### src/rtl/pcm_fifo_pkg.sv
package pcm_fifo_pkg;

  localparam int NIRQ       = 4;
  localparam int IRQ_BLKERR = 0;
  localparam int IRQ_UNDER  = 1;
  localparam int IRQ_OVER   = 2;
  localparam int IRQ_REQ    = 3;

  // advance a ring pointer over a buffer of any depth
  function automatic int unsigned ptr_next(int unsigned p, int unsigned depth);
    return (p == depth - 1) ? 0 : p + 1;
  endfunction

  // a pop from a buffer holding fill_before entries leaves blk+1 free slots
  function automatic logic req_hit(int unsigned fill_before, int unsigned depth,
                                   int unsigned blk);
    return (depth - (fill_before - 1)) == (blk + 1);
  endfunction

  // the burst already holds every write one block allows
  function automatic logic burst_full(int unsigned cnt, int unsigned blk);
    return cnt >= blk + 1;
  endfunction

endpackage

### src/rtl/pcm_fifo_store.sv
module pcm_fifo_store #(
  parameter int DEPTH = 16,
  parameter int SW    = 16,
  localparam int AW   = $clog2(DEPTH),
  localparam int CW   = AW + 1
) (
  input  logic          clk,
  input  logic          rst_n,
  input  logic          push,
  input  logic [SW-1:0] wdata,
  input  logic          pop,
  input  logic [AW-1:0] blk,
  output logic [SW-1:0] rdata,
  output logic          ev_over,
  output logic          ev_under,
  output logic          ev_req
);

  logic [SW-1:0] mem [DEPTH];
  logic [AW-1:0] wr_ptr, rd_ptr;
  logic [CW-1:0] cnt;
  logic          full, empty, push_ok, pop_ok;

  assign empty    = (cnt == '0);
  assign full     = (cnt == CW'(DEPTH));
  assign push_ok  = push && !full;
  assign pop_ok   = pop && !empty;
  assign ev_over  = push && full;
  assign ev_under = pop && empty;
  assign ev_req   = pop_ok && !push_ok &&
                    pcm_fifo_pkg::req_hit(32'(cnt), DEPTH, 32'(blk));

  always_ff @(posedge clk) begin
    if (push_ok) mem[wr_ptr] <= wdata;
  end

  always_ff @(posedge clk or negedge rst_n) begin
    if (!rst_n) begin
      wr_ptr <= '0;
      rd_ptr <= '0;
      cnt    <= '0;
      rdata  <= '0;
    end else begin
      if (push_ok) wr_ptr <= AW'(pcm_fifo_pkg::ptr_next(32'(wr_ptr), DEPTH));
      if (pop_ok) begin
        rd_ptr <= AW'(pcm_fifo_pkg::ptr_next(32'(rd_ptr), DEPTH));
        rdata  <= mem[rd_ptr];
      end
      case ({push_ok, pop_ok})
        2'b10:   cnt <= cnt + CW'(1);
        2'b01:   cnt <= cnt - CW'(1);
        default: cnt <= cnt;
      endcase
    end
  end

  // a rejected write leaves the buffer full
  p_no_overflow_r3: assert property (@(posedge clk) disable iff (!rst_n)
    (push && full && !pop) |=> full);

  // an empty pop repeats the previous sample
  p_underrun_hold_r4: assert property (@(posedge clk) disable iff (!rst_n)
    (pop && empty) |=> $stable(rdata));

  // fill level never leaves its range
  p_fill_range_r2: assert property (@(posedge clk) disable iff (!rst_n)
    cnt <= CW'(DEPTH));

endmodule

### src/rtl/pcm_burst_watch.sv
module pcm_burst_watch #(
  parameter int BW    = 4,
  localparam int CW   = BW + 1
) (
  input  logic          clk,
  input  logic          rst_n,
  input  logic          dma_wr,
  input  logic [BW-1:0] blk,
  input  logic          restart,
  output logic          ev_err
);

  logic [CW-1:0] cnt;
  logic          at_limit;

  assign at_limit = pcm_fifo_pkg::burst_full(32'(cnt), 32'(blk));
  assign ev_err   = dma_wr && at_limit;

  always_ff @(posedge clk or negedge rst_n) begin
    if (!rst_n)                    cnt <= '0;
    else if (restart)              cnt <= '0;
    else if (dma_wr && !at_limit)  cnt <= cnt + CW'(1);
  end

  // a data request starts a fresh burst
  p_burst_restart_r6: assert property (@(posedge clk) disable iff (!rst_n)
    restart |=> (cnt == '0));

  // the count stays within one block of the largest size
  p_burst_bound_r6: assert property (@(posedge clk) disable iff (!rst_n)
    cnt <= CW'(1 << BW));

endmodule

### src/rtl/pcm_irq_regs.sv
module pcm_irq_regs #(
  parameter int N = 4
) (
  input  logic         clk,
  input  logic         rst_n,
  input  logic [N-1:0] events,
  input  logic         en_we,
  input  logic [N-1:0] en_wdata,
  input  logic         clr_we,
  input  logic [N-1:0] clr_wdata,
  output logic [N-1:0] status,
  output logic [N-1:0] enable,
  output logic         irq
);

  logic [N-1:0] clr_mask;

  assign clr_mask = clr_we ? clr_wdata : '0;
  assign irq      = |(status & enable);

  always_ff @(posedge clk or negedge rst_n) begin
    if (!rst_n) begin
      status <= '0;
      enable <= '0;
    end else begin
      status <= (status & ~clr_mask) | events;
      if (en_we) enable <= en_wdata;
    end
  end

  // with nothing enabled the line stays low
  p_quiet_unless_enabled_r1: assert property (@(posedge clk) disable iff (!rst_n)
    (enable == '0) |-> !irq);

  for (genvar i = 0; i < N; i++) begin : g_bit
    // an event in the clearing cycle keeps its bit
    p_event_wins_r10: assert property (@(posedge clk) disable iff (!rst_n)
      events[i] |=> status[i]);
    // a one in the clear write drops the bit
    p_w1c_r9: assert property (@(posedge clk) disable iff (!rst_n)
      (clr_we && clr_wdata[i] && !events[i]) |=> !status[i]);
    // an uncleared bit stays set
    p_sticky_r7: assert property (@(posedge clk) disable iff (!rst_n)
      (status[i] && !(clr_we && clr_wdata[i])) |=> status[i]);
  end

endmodule

### src/rtl/pcm_sample_fifo.sv
module pcm_sample_fifo #(
  parameter int DEPTH = 16,
  parameter int SW    = 16,
  localparam int AW   = $clog2(DEPTH),
  localparam int NI   = pcm_fifo_pkg::NIRQ
) (
  input  logic          clk,
  input  logic          rst_n,
  input  logic          wr_valid,
  input  logic          wr_from_dma,
  input  logic [SW-1:0] wr_data,
  input  logic          rd_pop,
  output logic [SW-1:0] rd_sample,
  input  logic [AW-1:0] blk_size,
  input  logic          irq_en_we,
  input  logic [NI-1:0] irq_en_wdata,
  input  logic          irq_clr_we,
  input  logic [NI-1:0] irq_clr_wdata,
  output logic [NI-1:0] irq_enable,
  output logic [NI-1:0] irq_status,
  output logic          irq_line
);

  logic          ev_over, ev_under, ev_req, ev_blkerr;
  logic          dma_wr;
  logic [NI-1:0] events;

  assign dma_wr = wr_valid && wr_from_dma;

  pcm_fifo_store #(.DEPTH(DEPTH), .SW(SW)) u_store (
    .clk     (clk),
    .rst_n   (rst_n),
    .push    (wr_valid),
    .wdata   (wr_data),
    .pop     (rd_pop),
    .blk     (blk_size),
    .rdata   (rd_sample),
    .ev_over (ev_over),
    .ev_under(ev_under),
    .ev_req  (ev_req)
  );

  pcm_burst_watch #(.BW(AW)) u_burst (
    .clk    (clk),
    .rst_n  (rst_n),
    .dma_wr (dma_wr),
    .blk    (blk_size),
    .restart(ev_req),
    .ev_err (ev_blkerr)
  );

  always_comb begin
    events = '0;
    events[pcm_fifo_pkg::IRQ_BLKERR] = ev_blkerr;
    events[pcm_fifo_pkg::IRQ_UNDER]  = ev_under;
    events[pcm_fifo_pkg::IRQ_OVER]   = ev_over;
    events[pcm_fifo_pkg::IRQ_REQ]    = ev_req;
  end

  pcm_irq_regs #(.N(NI)) u_irq (
    .clk      (clk),
    .rst_n    (rst_n),
    .events   (events),
    .en_we    (irq_en_we),
    .en_wdata (irq_en_wdata),
    .clr_we   (irq_clr_we),
    .clr_wdata(irq_clr_wdata),
    .status   (irq_status),
    .enable   (irq_enable),
    .irq      (irq_line)
  );

  // CPU-only writes never raise the burst error
  p_cpu_not_counted_r11: assert property (@(posedge clk) disable iff (!rst_n)
    (wr_valid && !wr_from_dma) |-> !ev_blkerr);

  // a request only comes from a pop
  p_req_on_pop_r5: assert property (@(posedge clk) disable iff (!rst_n)
    ev_req |-> rd_pop);

endmodule

### config.mk
export PLATFORM = sky130hd
export DESIGN_NAME = pcm_sample_fifo
export DESIGN_NICKNAME = d
export VERILOG_FILES = /design/src/rtl/pcm_fifo_pkg.sv /design/src/rtl/pcm_fifo_store.sv /design/src/rtl/pcm_burst_watch.sv /design/src/rtl/pcm_irq_regs.sv /design/src/rtl/pcm_sample_fifo.sv
export SDC_FILE = /design/constraint.sdc
export NUM_CORES = 1
export LEC_CHECK = 0
export BUFFER_PORTS_ARGS = -buffer_cell sky130_fd_sc_hd__clkbuf_2
export CAP_MARGIN = 20
export CORE_MARGIN = 1.5
export CORE_UTILIZATION = 65
export DETAILED_ROUTE_END_ITERATION = 10
export PLACE_DENSITY_LB_ADDON = 0.15
export SLEW_MARGIN = 20
export SYNTH_ARGS = -nofsm -noshare
export SYNTH_HDL_FRONTEND = slang
export SYNTH_HIERARCHICAL = 1
export SYNTH_SLANG_ARGS = --single-unit
### constraint.sdc
create_clock -name clk -period 9.87 [get_ports clk]
set_input_delay 1.974 -clock clk [delete_from_list [all_inputs] [get_ports clk]]
set_output_delay 1.974 -clock clk [all_outputs]
set_load 0.005 [all_outputs]
---- Word-level counts from Yosys, hierarchy flattened ----
Memories as Yosys holds them, arrays and structs flattened. A register that Yosys moved wholly into a read port is not among the register bits.
Index checks and enable logic that the tools add are counted.
word-level totals
  register bits after elaboration ......... 26
  bits in writable memories ............... 256
  input port bits ......................... 35
  output and inout bits ................... 25
  word-level logic and storage cells ...... 52
  memories kept ........................... 1
memories
  memory       words  bits a word  rd ports  clocked after memory_dff  wr ports  RTL line              RTL
  u_store.mem  16     16           1         1                         1         pcm_fifo_store.sv:19  logic [SW-1:0] mem [DEPTH];
operators by class
  add/subtract/negate cells ............... 8
  magnitude comparators ................... 1
  equal/unequal tests ..................... 6
  multiplexer cells ....................... 8
  bitwise logic cells ..................... 4
  reductions and logical operators ........ 18
operators by type and width
  kind                                                                  number
  32-bit == test                                                        1
  5-bit by 32-bit subtractor with 32-bit output (first input constant)  1
  4-bit 2-to-1 mux                                                      3
  5-bit by 1-bit adder with 5-bit output (second input constant)        2
  5-bit 2-to-1 mux                                                      2
  5-bit case mux with 2 select lines                                    1
  1-bit logical AND                                                     9
  4-bit by 1-bit adder with 4-bit output (second input constant)        2
  4-bit bitwise AND                                                     2
  4-bit == test (second input constant)                                 2
  5-bit by 1-bit subtractor with 6-bit output (second input constant)   1
  4-bit by 1-bit adder with 5-bit output (second input constant)        1
  5-bit == test (second input constant)                                 1
  5-bit greater-or-equal comparator                                     1
  1-bit zero test                                                       5
  5-bit zero test                                                       1
  5-bit by 1-bit subtractor with 5-bit output (second input constant)   1
  4-bit NOT                                                             1
  4-bit bitwise OR                                                      1
  2-bit nonzero test                                                    2
  4-bit OR reduction                                                    1
  2-bit by 1-bit == test with 1-bit output (second input constant)      1
  2-bit == test (second input constant)                                 1
  1-bit 2-to-1 mux                                                      2

---- Longest topological paths before layout ----
Gate-level depths: netlist of the first run.
  word-level depth ........................ 7
  mapped depth ............................ 14
  depth with buffers taken out ............ 13

---- Hierarchy ----
Netlist of the first run, hierarchy kept.
modules (own cells, without submodules)
  module           instances  cells each  area each (sq um)  seq. area each (sq um)
  pcm_fifo_store   1          579         11596.1            8413.1
  pcm_burst_watch  1          48          439.2              125.1
  pcm_irq_regs     1          23          309.0              200.2
  pcm_sample_fifo  1          1           6.3                0.0

---- Worst setup path after synthesis of the first run ----
OpenSTA, ideal clock, no wires.
  kind .................................... in2reg
  start ................................... input port wr_valid
  end ..................................... memory u_store.mem[3][0] (enable)
  setup time .............................. 0.430 ns
  arrival time ............................ 3.921 ns
  required time ........................... 9.440 ns
  slack ................................... 5.519 ns
  stages on the path ...................... 3
  buffers on the path ..................... 0
  cells stage by stage .................... a21boi_2 inv_2 nor4_1
on the way
  word-level cells in the longest chain between the ends .. 3
ends and longest elaborated chain
  element                                 RTL line              RTL
  start, declared                         pcm_sample_fifo.sv:9  input logic wr_valid,
  1-bit logical AND                       pcm_fifo_store.sv:26  assign push_ok = push && !full;
  1-bit 2-to-1 mux                        pcm_fifo_store.sv:34  if (push_ok) mem[wr_ptr] <= wdata;
  1-bit 2-to-1 mux (not written as such)  pcm_fifo_store.sv:34
  end, declared                           pcm_fifo_store.sv:19
Every way passes these cells.

---- Worst setup path in the final report of the first run ----
  start ................................... input port rd_pop
  end ..................................... register u_store.cnt[4]
on the way
  word-level cells in the longest chain between the ends .. 3
  elaborated cells between the ends (all ways) .. 5
  those cells by class .................... 2 x eq/ne; 1 x mux; 2 x reduce/logical
ends and longest elaborated chain
  element                                                                    RTL line               RTL
  start, declared                                                            pcm_sample_fifo.sv:12  input logic rd_pop,
  1-bit logical AND *                                                        pcm_fifo_store.sv:27   assign pop_ok = pop && !empty;
  2-bit by 1-bit == test with 1-bit output or 2-bit == test (tied branches)  pcm_fifo_store.sv:49   case ({push_ok, pop_ok})
  5-bit case mux with 2 select lines or 2-bit nonzero test (tied branches)   -
  end signal, assigned                                                       pcm_fifo_store.sv:50   2'b10: cnt <= cnt + CW'(1);
  end signal, assigned                                                       pcm_fifo_store.sv:51   2'b01: cnt <= cnt - CW'(1);
  end signal, assigned                                                       pcm_fifo_store.sv:52   default: cnt <= cnt;
  end, declared                                                              pcm_fifo_store.sv:21   logic [CW-1:0] cnt;
Every way passes the cells marked *; elsewhere a longest branch is shown, timed or not.
A chain may end at the register's enable or synchronous reset.

==> results by group, run 1 <==
Synth
  • Post-Syn Area per Cell: between 15 and 20 um2
  • Mapped cell area: between 10000 and 15000 um2
  • Post-Synth XOR/XNOR Area: 1.28%
  • Cells after Synth: approximately 650
  • Async S/R FF share, synth: between 10% and 20%
  • Number of flops mapped to enable cells by yosys: between 200 and 300
  • Synth Area in Adders: about 2.2%
  • Simple-gate portion of the synthesized area: 4.25%
  • Netlist cell types: 49
  • Synth Area in Compound Gates: 4.37%
  • Synth Net Count: 707
  • Post-synthesis sequential area ratio: slightly above 70%
  • Yosys Warn Count: 6
  • Largest family of logic cells by synthesized area: multiplexers
  • Synth Register Bits: slightly below 300
  • Proportion of synthesized area in mux cells: roughly 15%
  • Post-synth top flop: edfxtp_1

Route
  • Final wirelength: approximately 24 mm
  • Drt wl/cell: approximately 25 um
  • DRC violations left: 0
  • Wire length on met2: roughly 12 mm
  • Final ANT Viol Nets: 0
  • M1 WL: approximately 9.9 mm
  • Top layer in use: met4
  • DR vias: 6417
  • DR vias/cell: about 6.5
  • Drt pass-1 iters: 5
  • Met3 wire length: roughly 1.7 mm
  • Drt initial violations: roughly 560

Timing
  • Post-route minimum period: approximately 4 ns
  • Post-layout worst setup margin: 5.92 ns
  • RSZ-0062 raised after global routing: false
  • Fin Hold WS: roughly 0.52 ns
  • Worst-Margin Slew: 1.07 ns
  • Hold Vio Cnt, Final: 0
  • Setup TNS: 0 ns
  • Slew HR: 28.7%
  • Final Cycle Share: between 40% and 50%
  • Clk_skew: around 0.013 ns
  • Fin. max-slew vios: 0
  • Fmax: 253 MHz
  • Setup-failing EPs final: 0

Cells and area
  • Fin cells: 980
  • Fin nets: 779
  • Post-layout util: between 70% and 80%
  • Layout cells sized above 1: a little over a quarter
  • Commonest cells after routing, fill and taps aside: 256 x edfxtp_1, 59 x clkbuf_2, 39 x dfrtp_1
  • Syn-to-layout area delta: 11.9%
  • Commonest non-fill, non-tap cell in the layout: edfxtp_1

Flow run
  • Max-Cap Viols: 0

Power and ir drop
  • LEAKAGE: 4.85 nW
  • Power Dens Cells: 278 nW/um2
  • Worst VDD drop: ~0.20 mV

Setup path
  • Critical Path Max Stage Delay: roughly 0.46 ns
  • Worst Setup Start Kind: input pin
  • Crit-path leading delay family: simple AND/OR/NAND/NOR gates
  • Critical Path AT: 4.37 ns
  • Worst Path Required: 10.29 ns
  • Slowest stage cell, crit path: or3b_2
  • Bufs and invs on worst path: 3
  • CP Capture Type: flip-flop
  • Crit path max fanout: 39
  • Kind of critical path: input pin to flip-flop
  • Crit-path cells: clkbuf_2 > nor2b_2 > buf_4 > ha_1 > inv_1 > fa_1 > nor2b_1 > o21ai_0 > nand3_1 > or3b_2 > xnor2_1

Placement
  • Buffers on Ports: 59
  • Routability cong.: between 0.8 and 0.9
  • Cells after DPL: just over 900
  • Dpl ws: 5.37 ns
  • Detail Placement HPWL: 14.0 mm

Global routing
  • Grt total ovfl: 0
  • Total GRT Usage: approximately 26%
  • Vias in the first global route: around 6500
  • Largest net degree at the start of global routing: 69
  • First-pass GRT wire length: around 38 mm
  • Antenna violations before repair: 1

Die
  • Row cnt: 50
  • Top-Level Pins: 60
  • Core box area: around 19000 um2
  • Full die area: 19800 um2
  • Starting Density: between 60 and 70%
  • DIE WIDTH: 141 um
  • Die height: around 140 um

Status
  • Outcome: finished, final reports clean

Clock tree
  • Clk root buf: clkbuf_16
  • CTS max path bufs: 3
  • Cts repair resizes: 0
  • Worst-path clk slew: roughly 0.060 ns
  • # hold bufs at CTS: 0
  • Post-CTS setup repair buffer count: 0
  • Num CTS Buffers: 28
  • Insertion delay to the later sink of the worst-skew pair: between 0.5 and 0.6 ns
  • H-tree depth: 1
  • CTS tree: yes
  • Clock sink count: roughly 300

Min path
  • Hold Crit Class: flip-flop to flip-flop
-- final timing paths --
| kind | cells after the start | slack, ns | start | to |
|---|---|---|---|---|
| max in group asynchronous | 2 | 7.90 | rst_n | u_store/rd_ptr[3] |
| min | 1 | 0.52 | u_irq/status[3] | u_irq/status[3] |
| max reg2reg | 13 | 6.34 | u_store/cnt[0] | u_store/cnt[4] |
| min reg2reg | 1 | 0.52 | u_irq/status[3] | u_irq/status[3] |
| max | 11 | 5.92 | rd_pop | u_store/cnt[4] |
| min in group asynchronous | 2 | 1.53 | rst_n | u_irq/status[1] |
-- routing by layer --
metal  vias to the layer above  global-route usage (%)
li1                       2797                       -
met1                      3292                    36.0
met2                       284                    42.4
met3                        44                    3.87
met4                         0                    8.17
met5                         -                       0
-- Yosys cell counts (all sizes together), types with 2 or more instances --
| library cell | number | area [um2] |
|---|---|---|
| inv | 16 | 60.1 |
| mux4 | 64 | 1550 |
| nor2 | 11 | 41.3 |
| nand3 | 10 | 50.1 |
| and2 | 7 | 43.8 |
| nor4b | 3 | 38.8 |
| nand2b | 2 | 12.5 |
| mux2i | 2 | 20.0 |
| nor2b | 21 | 131 |
| buf | 26 | 200 |
| mux2 | 23 | 259 |
| xnor2 | 13 | 114 |
| nor4 | 4 | 25.0 |
| a21oi | 24 | 120 |
| a22oi | 2 | 15.0 |
| a21boi | 2 | 22.5 |
| dfrtp | 42 | 1050 |
| nand4 | 3 | 18.8 |
| a211oi | 16 | 120 |
| xor2 | 5 | 43.8 |
| edfxtp | 256 | 7690 |
| o21ai | 12 | 60.1 |
| o22ai | 16 | 106 |
| nand2 | 18 | 72.6 |
| nor3 | 5 | 25.0 |
| nor3b | 2 | 20.0 |
| clkbuf | 7 | 26.3 |
| a21o | 8 | 61.3 |
| and3 | 2 | 12.5 |
| ha | 20 | 250 |
-- flip-flops by register name (all words and copies together), names as in the netlist --
signal          count
u_store/mem       256
u_store/rdata      16
u_burst/cnt         5
u_store/cnt         5
u_irq/enable        4
u_irq/status        4
u_store/rd_ptr      4
u_store/wr_ptr      4
-- power by group --
part | leakage, nW | switching [mW] | internal, mW
Sequential | 2.80 | 0.115 | 1.55
Combinational | 1.60 | 0.592 | 0.531
Clock | 0.450 | 0.440 | 0.614
Total | 4.85 | 1.15 | 2.69
-- cell type report --
cell class              count  area [um2]
diodes                      1        2.50
clock buffers              38         748
clock inverters            14         166
fillers                  1059        4820
inverters                  16        60.1
multi-input cells         304        3390
flip-flops and latches    298        8740
well taps                 234         293
repair buffers             75         415
-- cell families after synthesis --
logic type / Yosys count
DFF: 298
adders and majority gates: 21
and+or+nand+nor: 92
buffers and inverters: 49
AOI/OAI and AO/OA: 84
xor gates and xnor gates: 18
muxes: 89
-- stage by stage --
| step | cell area (um2) | total power [mW] |
|---|---|---|
| final | 13800 | 3.84 |
| after CTS | 13800 | 3.86 |
| after floorplan | 12400 | 2.50 |
| after global routing | 13800 | 4.02 |
| after detailed placement | 12900 | 2.80 |
| after global placement | 12900 | 2.75 |
(Power assumes the default switching activity.)
==> run 2, diff against run 1 <==
- CORE_UTILIZATION: 65 -> 55
- clock period: 9.87 -> 3.5 ns (I/O delays scaled with it)
==> run 2 against run 1 <==
The flow now finishes with violations (design-rule violations). Critical path depth rose by 2. Count of clock-buffer cells in the layout rose by 1. Cell count rose by 6.8%. Design area rose by 2.5%. Die area rose by 18%. Clock power rose to 3.2 times the previous value. Power rose to 2.9 times the previous value. Wire length rose by 1.5%. Critical path type is now flip-flop to flip-flop. Highest routed layer unchanged.
==> results by group, run 2 (synthesis results as in run 1) <==
Status
  • Outcome: finished, violations left
  • Failing checks: design-rule violations

Cells and area
  • Largest regs: u_store/mem: 256 flops, u_store/rdata: 16 flops
  • Layout cells sized above 1: roughly 29%
  • Number of flip-flops under the largest register name: about 260
  • Commonest non-fill, non-tap cell in the layout: edfxtp_1
  • Biggest register: u_store/mem
  • Syn-to-layout area delta: 14.7%
  • Post-layout util: 64.5%
  • Antenna cells: 0
  • Commonest cells after routing, fill and taps aside: 256 x edfxtp_1, 59 x clkbuf_2, 39 x dfrtp_1
  • Fin cells: approximately 1000
  • Fin nets: 799

Setup path
  • Critical Path AT: ~3.7 ns
  • CP Capture Type: flip-flop
  • Worst Setup Start Kind: flip-flop
  • Kind of critical path: flip-flop to flip-flop
  • Worst Path Required: 3.93 ns
  • R2R depth: 13
  • Crit path max fanout: 8

Timing
  • Worst-Margin Slew: between 0.9 and 1 ns
  • Slew HR: a little over a third
  • Fin. max-slew vios: 0
  • Setup-failing EPs final: 0
  • Fin Hold WS: 0.161 ns
  • Post-route minimum period: 3.28 ns
  • RSZ-0062 raised after global routing: false
  • Setup TNS: 0 ns
  • Final Cycle Share: 93.6%
  • Hold Vio Cnt, Final: 0
  • Clk_skew: 0.0166 ns
  • Fmax: approximately 300 MHz

Route
  • DRC violations left: 9
  • Drt initial violations: 545
  • DR vias: roughly 6300
  • Final wirelength: 24.7 mm
  • Final ANT Viol Nets: 0
  • Drt wl/cell: about 24 um
  • DR vias/cell: ~6
  • Drt pass-1 iters: 7

Clock tree
  • Post-CTS setup repair buffer count: 0
  • H-tree depth: 1
  • Insertion delay to the later sink of the worst-skew pair: ~0.57 ns
  • Worst-path clk slew: roughly 0.060 ns
  • Clock sink count: 298
  • Clk root buf: clkbuf_16
  • CTS max path bufs: 3
  • CTS tree: yes
  • Cts repair resizes: 0
  • # hold bufs at CTS: 0
  • Num CTS Buffers: 30

Min path
  • Hold Crit Class: input pin to async pin

Global routing
  • Total GRT Usage: between 20% and 30%
  • Largest net degree at the start of global routing: 43
  • Grt total ovfl: 0
  • Antenna violations before repair: 0
  • First-pass GRT wire length: roughly 38 mm
  • Vias in the first global route: between 6000 and 7000

Die
  • Row cnt: 54
  • Core box area: about 22000 um2
  • Full die area: ~23000 um2
  • DIE WIDTH: 153 um
  • Starting Density: a little under three fifths
  • Die height: approximately 150 um
  • Top-Level Pins: 60

Placement
  • Cells after DPL: 991
  • Routability cong.: between 0.8 and 0.9
  • Buffers on Ports: 59
  • Detail Placement HPWL: 15.6 mm

Power and ir drop
  • Worst VDD drop: 0.599 mV
  • Pwr Total: roughly 11 mW
  • Power Dens Cells: around 800 nW/um2
  • LEAKAGE: between 5 and 6 nW

Flow run
  • Max-Cap Viols: 0
==> run 2: changes by cell type in the layout (fill, tap and decap cells not counted), sizes merged <==
cell,change
buf,+18
clkbuf,+1
inv,-1
clkinv,-1
clkinvlp,+3
diode,-1
bufinv,+2
==> run 2: power by group <==
group          switching [mW]  leakage (nW)  total (mW)  internal, mW
Clock                    1.33         0.504        3.33          2.00
Sequential              0.541          2.80        4.90          4.36
Combinational            1.45          1.70        3.01          1.56
Total                    3.32          5.01        11.2          7.92
==> run 2: worst paths after layout <==
kind / from / endpoint / slack, ns
setup / recovery: u_store/cnt[0] / u_store/cnt[4] / 0.22
hold / removal: rst_n / u_store/rdata[10] / 0.16
setup reg to reg: u_store/cnt[0] / u_store/cnt[4] / 0.22
hold reg to reg: u_irq/enable[3] / u_irq/enable[3] / 0.52
max in group asynchronous: rst_n / u_irq/enable[2] / 2.58
min in group clk: irq_en_wdata[2] / u_irq/enable[2] / 0.37
==> run 2: routing by layer <==
metal  GRT usage [%]  vias up  share of wire [%]
met2            36.8      195                 50
met1            30.0     3245                 42
met4            4.81        0                1.8
li1                -     2833                  -
met3            4.05       36                5.6
met5               0        -                  0
==> run 2: final cells by class <==
cell class / instances / area [um2]
Timing Repair Buffer: 93 / 563
Tap cell: 280 / 350
Multi-Input combinational cell: 304 / 3390
Clock inverter: 17 / 253
Clock buffer: 39 / 805
Inverter: 16 / 60.1
Sequential cell: 298 / 8740
Fill cell: 1486 / 7800
==> run 2: stage by stage <==
step / worst slack (ns) / area (um2)
global placement: 0.391 / 13100
CTS: 0.272 / 14200
detailed placement: 0.280 / 13100
finish: 0.223 / 14200
floorplan: 0.183 / 12400
global route: 0.0127 / 14200
==> run 2: critical path, cell delays in order (launching register included) <==
cell	delay (ns)
dfrtp_1	0.46
inv_1	0.16
ha_1	0.22
nor3b_2	0.33
a21boi_2	0.12
inv_2	0.16
ha_1	0.30
inv_1	0.12
fa_1	0.41
nor2b_1	0.11
o21ai_0	0.10
nand3_1	0.09
or3b_2	0.45
xnor2_1	0.13
==> run 3, diff against run 2 <==
- CORE_MARGIN: 1.5 -> unset
- CORE_UTILIZATION: 55 -> 57
- CTS_BUF_LIST: unset -> sky130_fd_sc_hd__clkbuf_4
==> run 3 against run 2 <==
Critical path depth unchanged. The flow now finishes without violations. Hold slack better by 0.046 ns. Cell count is 7.9% higher. Non-clock buffer count down 1. Design area about the same. Critical path type unchanged. Largest cell class unchanged. Sequential cell count is the same.
==> results by group, run 3 (synthesis results as in run 1) <==
Global routing
  • Total GRT Usage: about a quarter
  • First-pass GRT wire length: 39.1 mm
  • Largest net degree at the start of global routing: 39
  • Vias in the first global route: ~7200
  • Grt total ovfl: 0
  • Antenna violations before repair: 1

Timing
  • RSZ-0062 raised after global routing: false
  • Setup TNS: 0 ns
  • Fmax: about 310 MHz
  • Worst-Margin Slew: 1.00 ns
  • Fin Hold WS: 0.207 ns
  • Post-route minimum period: between 3 and 4 ns
  • Hold Vio Cnt, Final: 0
  • Setup-failing EPs final: 0
  • Clk_skew: approximately 0.037 ns
  • Final Cycle Share: ~93%
  • Fin. max-slew vios: 0
  • Slew HR: approximately 33%

Die
  • Die height: 149 um
  • Row cnt: between 50 and 60
  • Starting Density: 58.4%
  • Core box area: between 20000 and 25000 um2
  • Full die area: roughly 22000 um2
  • Top-Level Pins: 60
  • DIE WIDTH: approximately 150 um

Clock tree
  • # hold bufs at CTS: 0
  • Clk root buf: clkbuf_4
  • Worst-path clk slew: ~0.07 ns
  • Insertion delay to the later sink of the worst-skew pair: roughly 0.66 ns
  • Cts repair resizes: 0
  • CTS max path bufs: 3
  • Num CTS Buffers: 77
  • Post-CTS setup repair buffer count: 0
  • H-tree depth: 3
  • Clock sink count: around 300
  • CTS tree: yes

Route
  • Final wirelength: approximately 25 mm
  • DRC violations left: 0
  • Final ANT Viol Nets: 0
  • Drt pass-1 iters: 4
  • Drt wl/cell: between 20 and 25 um
  • DR vias/cell: 5.90
  • DR vias: approximately 6700
  • Drt initial violations: 412

Cells and area
  • Number of flip-flops under the largest register name: 256
  • Layout cells sized above 1: 34.7%
  • Commonest cells after routing, fill and taps aside: 256 x edfxtp_1, 109 x clkbuf_4, 59 x clkbuf_2
  • Commonest non-fill, non-tap cell in the layout: edfxtp_1
  • Fin nets: 845
  • Syn-to-layout area delta: 14.7%
  • Biggest register: u_store/mem
  • Largest regs: u_store/mem: 256 flops, u_store/rdata: 16 flops

Status
  • Outcome: finished, final reports clean

Placement
  • Routability cong.: slightly below 0.8
  • Buffers on Ports: 59
  • Detail Placement HPWL: 14.7 mm

Min path
  • Hold Crit Class: input pin to async pin

Setup path
  • CP Capture Type: flip-flop
  • Worst Path Required: 4.01 ns
  • Critical Path AT: approximately 3.8 ns
  • Kind of critical path: flip-flop to flip-flop
  • Worst Setup Start Kind: flip-flop
  • Crit path max fanout: 8

Power and ir drop
  • Worst VDD drop: around 0.47 mV
  • LEAKAGE: between 5 and 6 nW
  • Power Dens Cells: between 700 and 800 nW/um2

Flow run
  • Max-Cap Viols: 0
==> run 3: changes by cell type in the layout (fill, tap and decap cells not counted), sizes merged <==
cell,delta
bufinv,-2
clkbuf,+70
buf,-1
clkinvlp,-3
clkinv,+20
diode,+1
inv,+3
==> run 3: final cells by class <==
type / instances / area (um2)
inverters: 16 / 60.1
well taps: 275 / 344
repair buffers: 92 / 581
diodes: 1 / 2.50
multi-input cells: 304 / 3390
fillers: 1448 / 6990
flip-flops and latches: 298 / 8740
clock buffers: 109 / 818
clock inverters: 35 / 230
==> run 3: critical path, stage by stage (launching register included) <==
cell and delay [ns]:
dfrtp_1 0.46, inv_1 0.16, ha_1 0.22, nor3b_2 0.29
a21boi_2 0.11, inv_2 0.15, ha_1 0.28, inv_1 0.11
fa_1 0.41, nor2b_1 0.12, o21ai_0 0.10, nand3_1 0.10
or3b_2 0.46, xnor2_1 0.14
==> run 3: where the power goes <==
part	internal [mW]	total, mW	switching, mW
sequential	4.35	4.85	0.499
clock	1.68	3.07	1.38
combinational	1.58	3.04	1.46
total	7.62	11.0	3.34
==> run 3: final timing paths <==
kind	slack [ns]	cells after the start	endpoint	startpoint
max in group asynchronous	2.55	2	u_store/cnt[3]	rst_n
hold reg to reg	0.52	1	u_irq/status[1]	u_irq/status[1]
setup / recovery	0.26	13	u_store/cnt[4]	u_store/cnt[0]
min in group clk	0.28	2	u_irq/enable[1]	irq_en_wdata[1]
hold / removal	0.21	1	u_store/wr_ptr[1]	rst_n
setup reg to reg	0.26	13	u_store/cnt[4]	u_store/cnt[0]
==> run 3: layer usage <==
metal	track usage (%)	wire length, um
met5	0	0
met4	11.1	626
met3	5.57	1730
met2	40.5	12600
met1	30.5	10200
==> run 3: per-stage QoR <==
step / instances / setup WS, ns / utilization, % / instance area, um2 / total power [mW]
2_1_floorplan: 651 / 0.183 / - / 12400 / 7.06
5_1_grt: 1130 / 0.0245 / 67.0 / 14200 / 11.6
6_report: 1130 / 0.258 / 67.0 / 14200 / 11.0
3_5_place_dp: 985 / 0.285 / 62.0 / 13100 / 8.00
3_3_place_gp: 985 / 0.353 / 62.0 / 13100 / 7.90
4_1_cts: 1129 / 0.256 / 67.0 / 14200 / 11.1
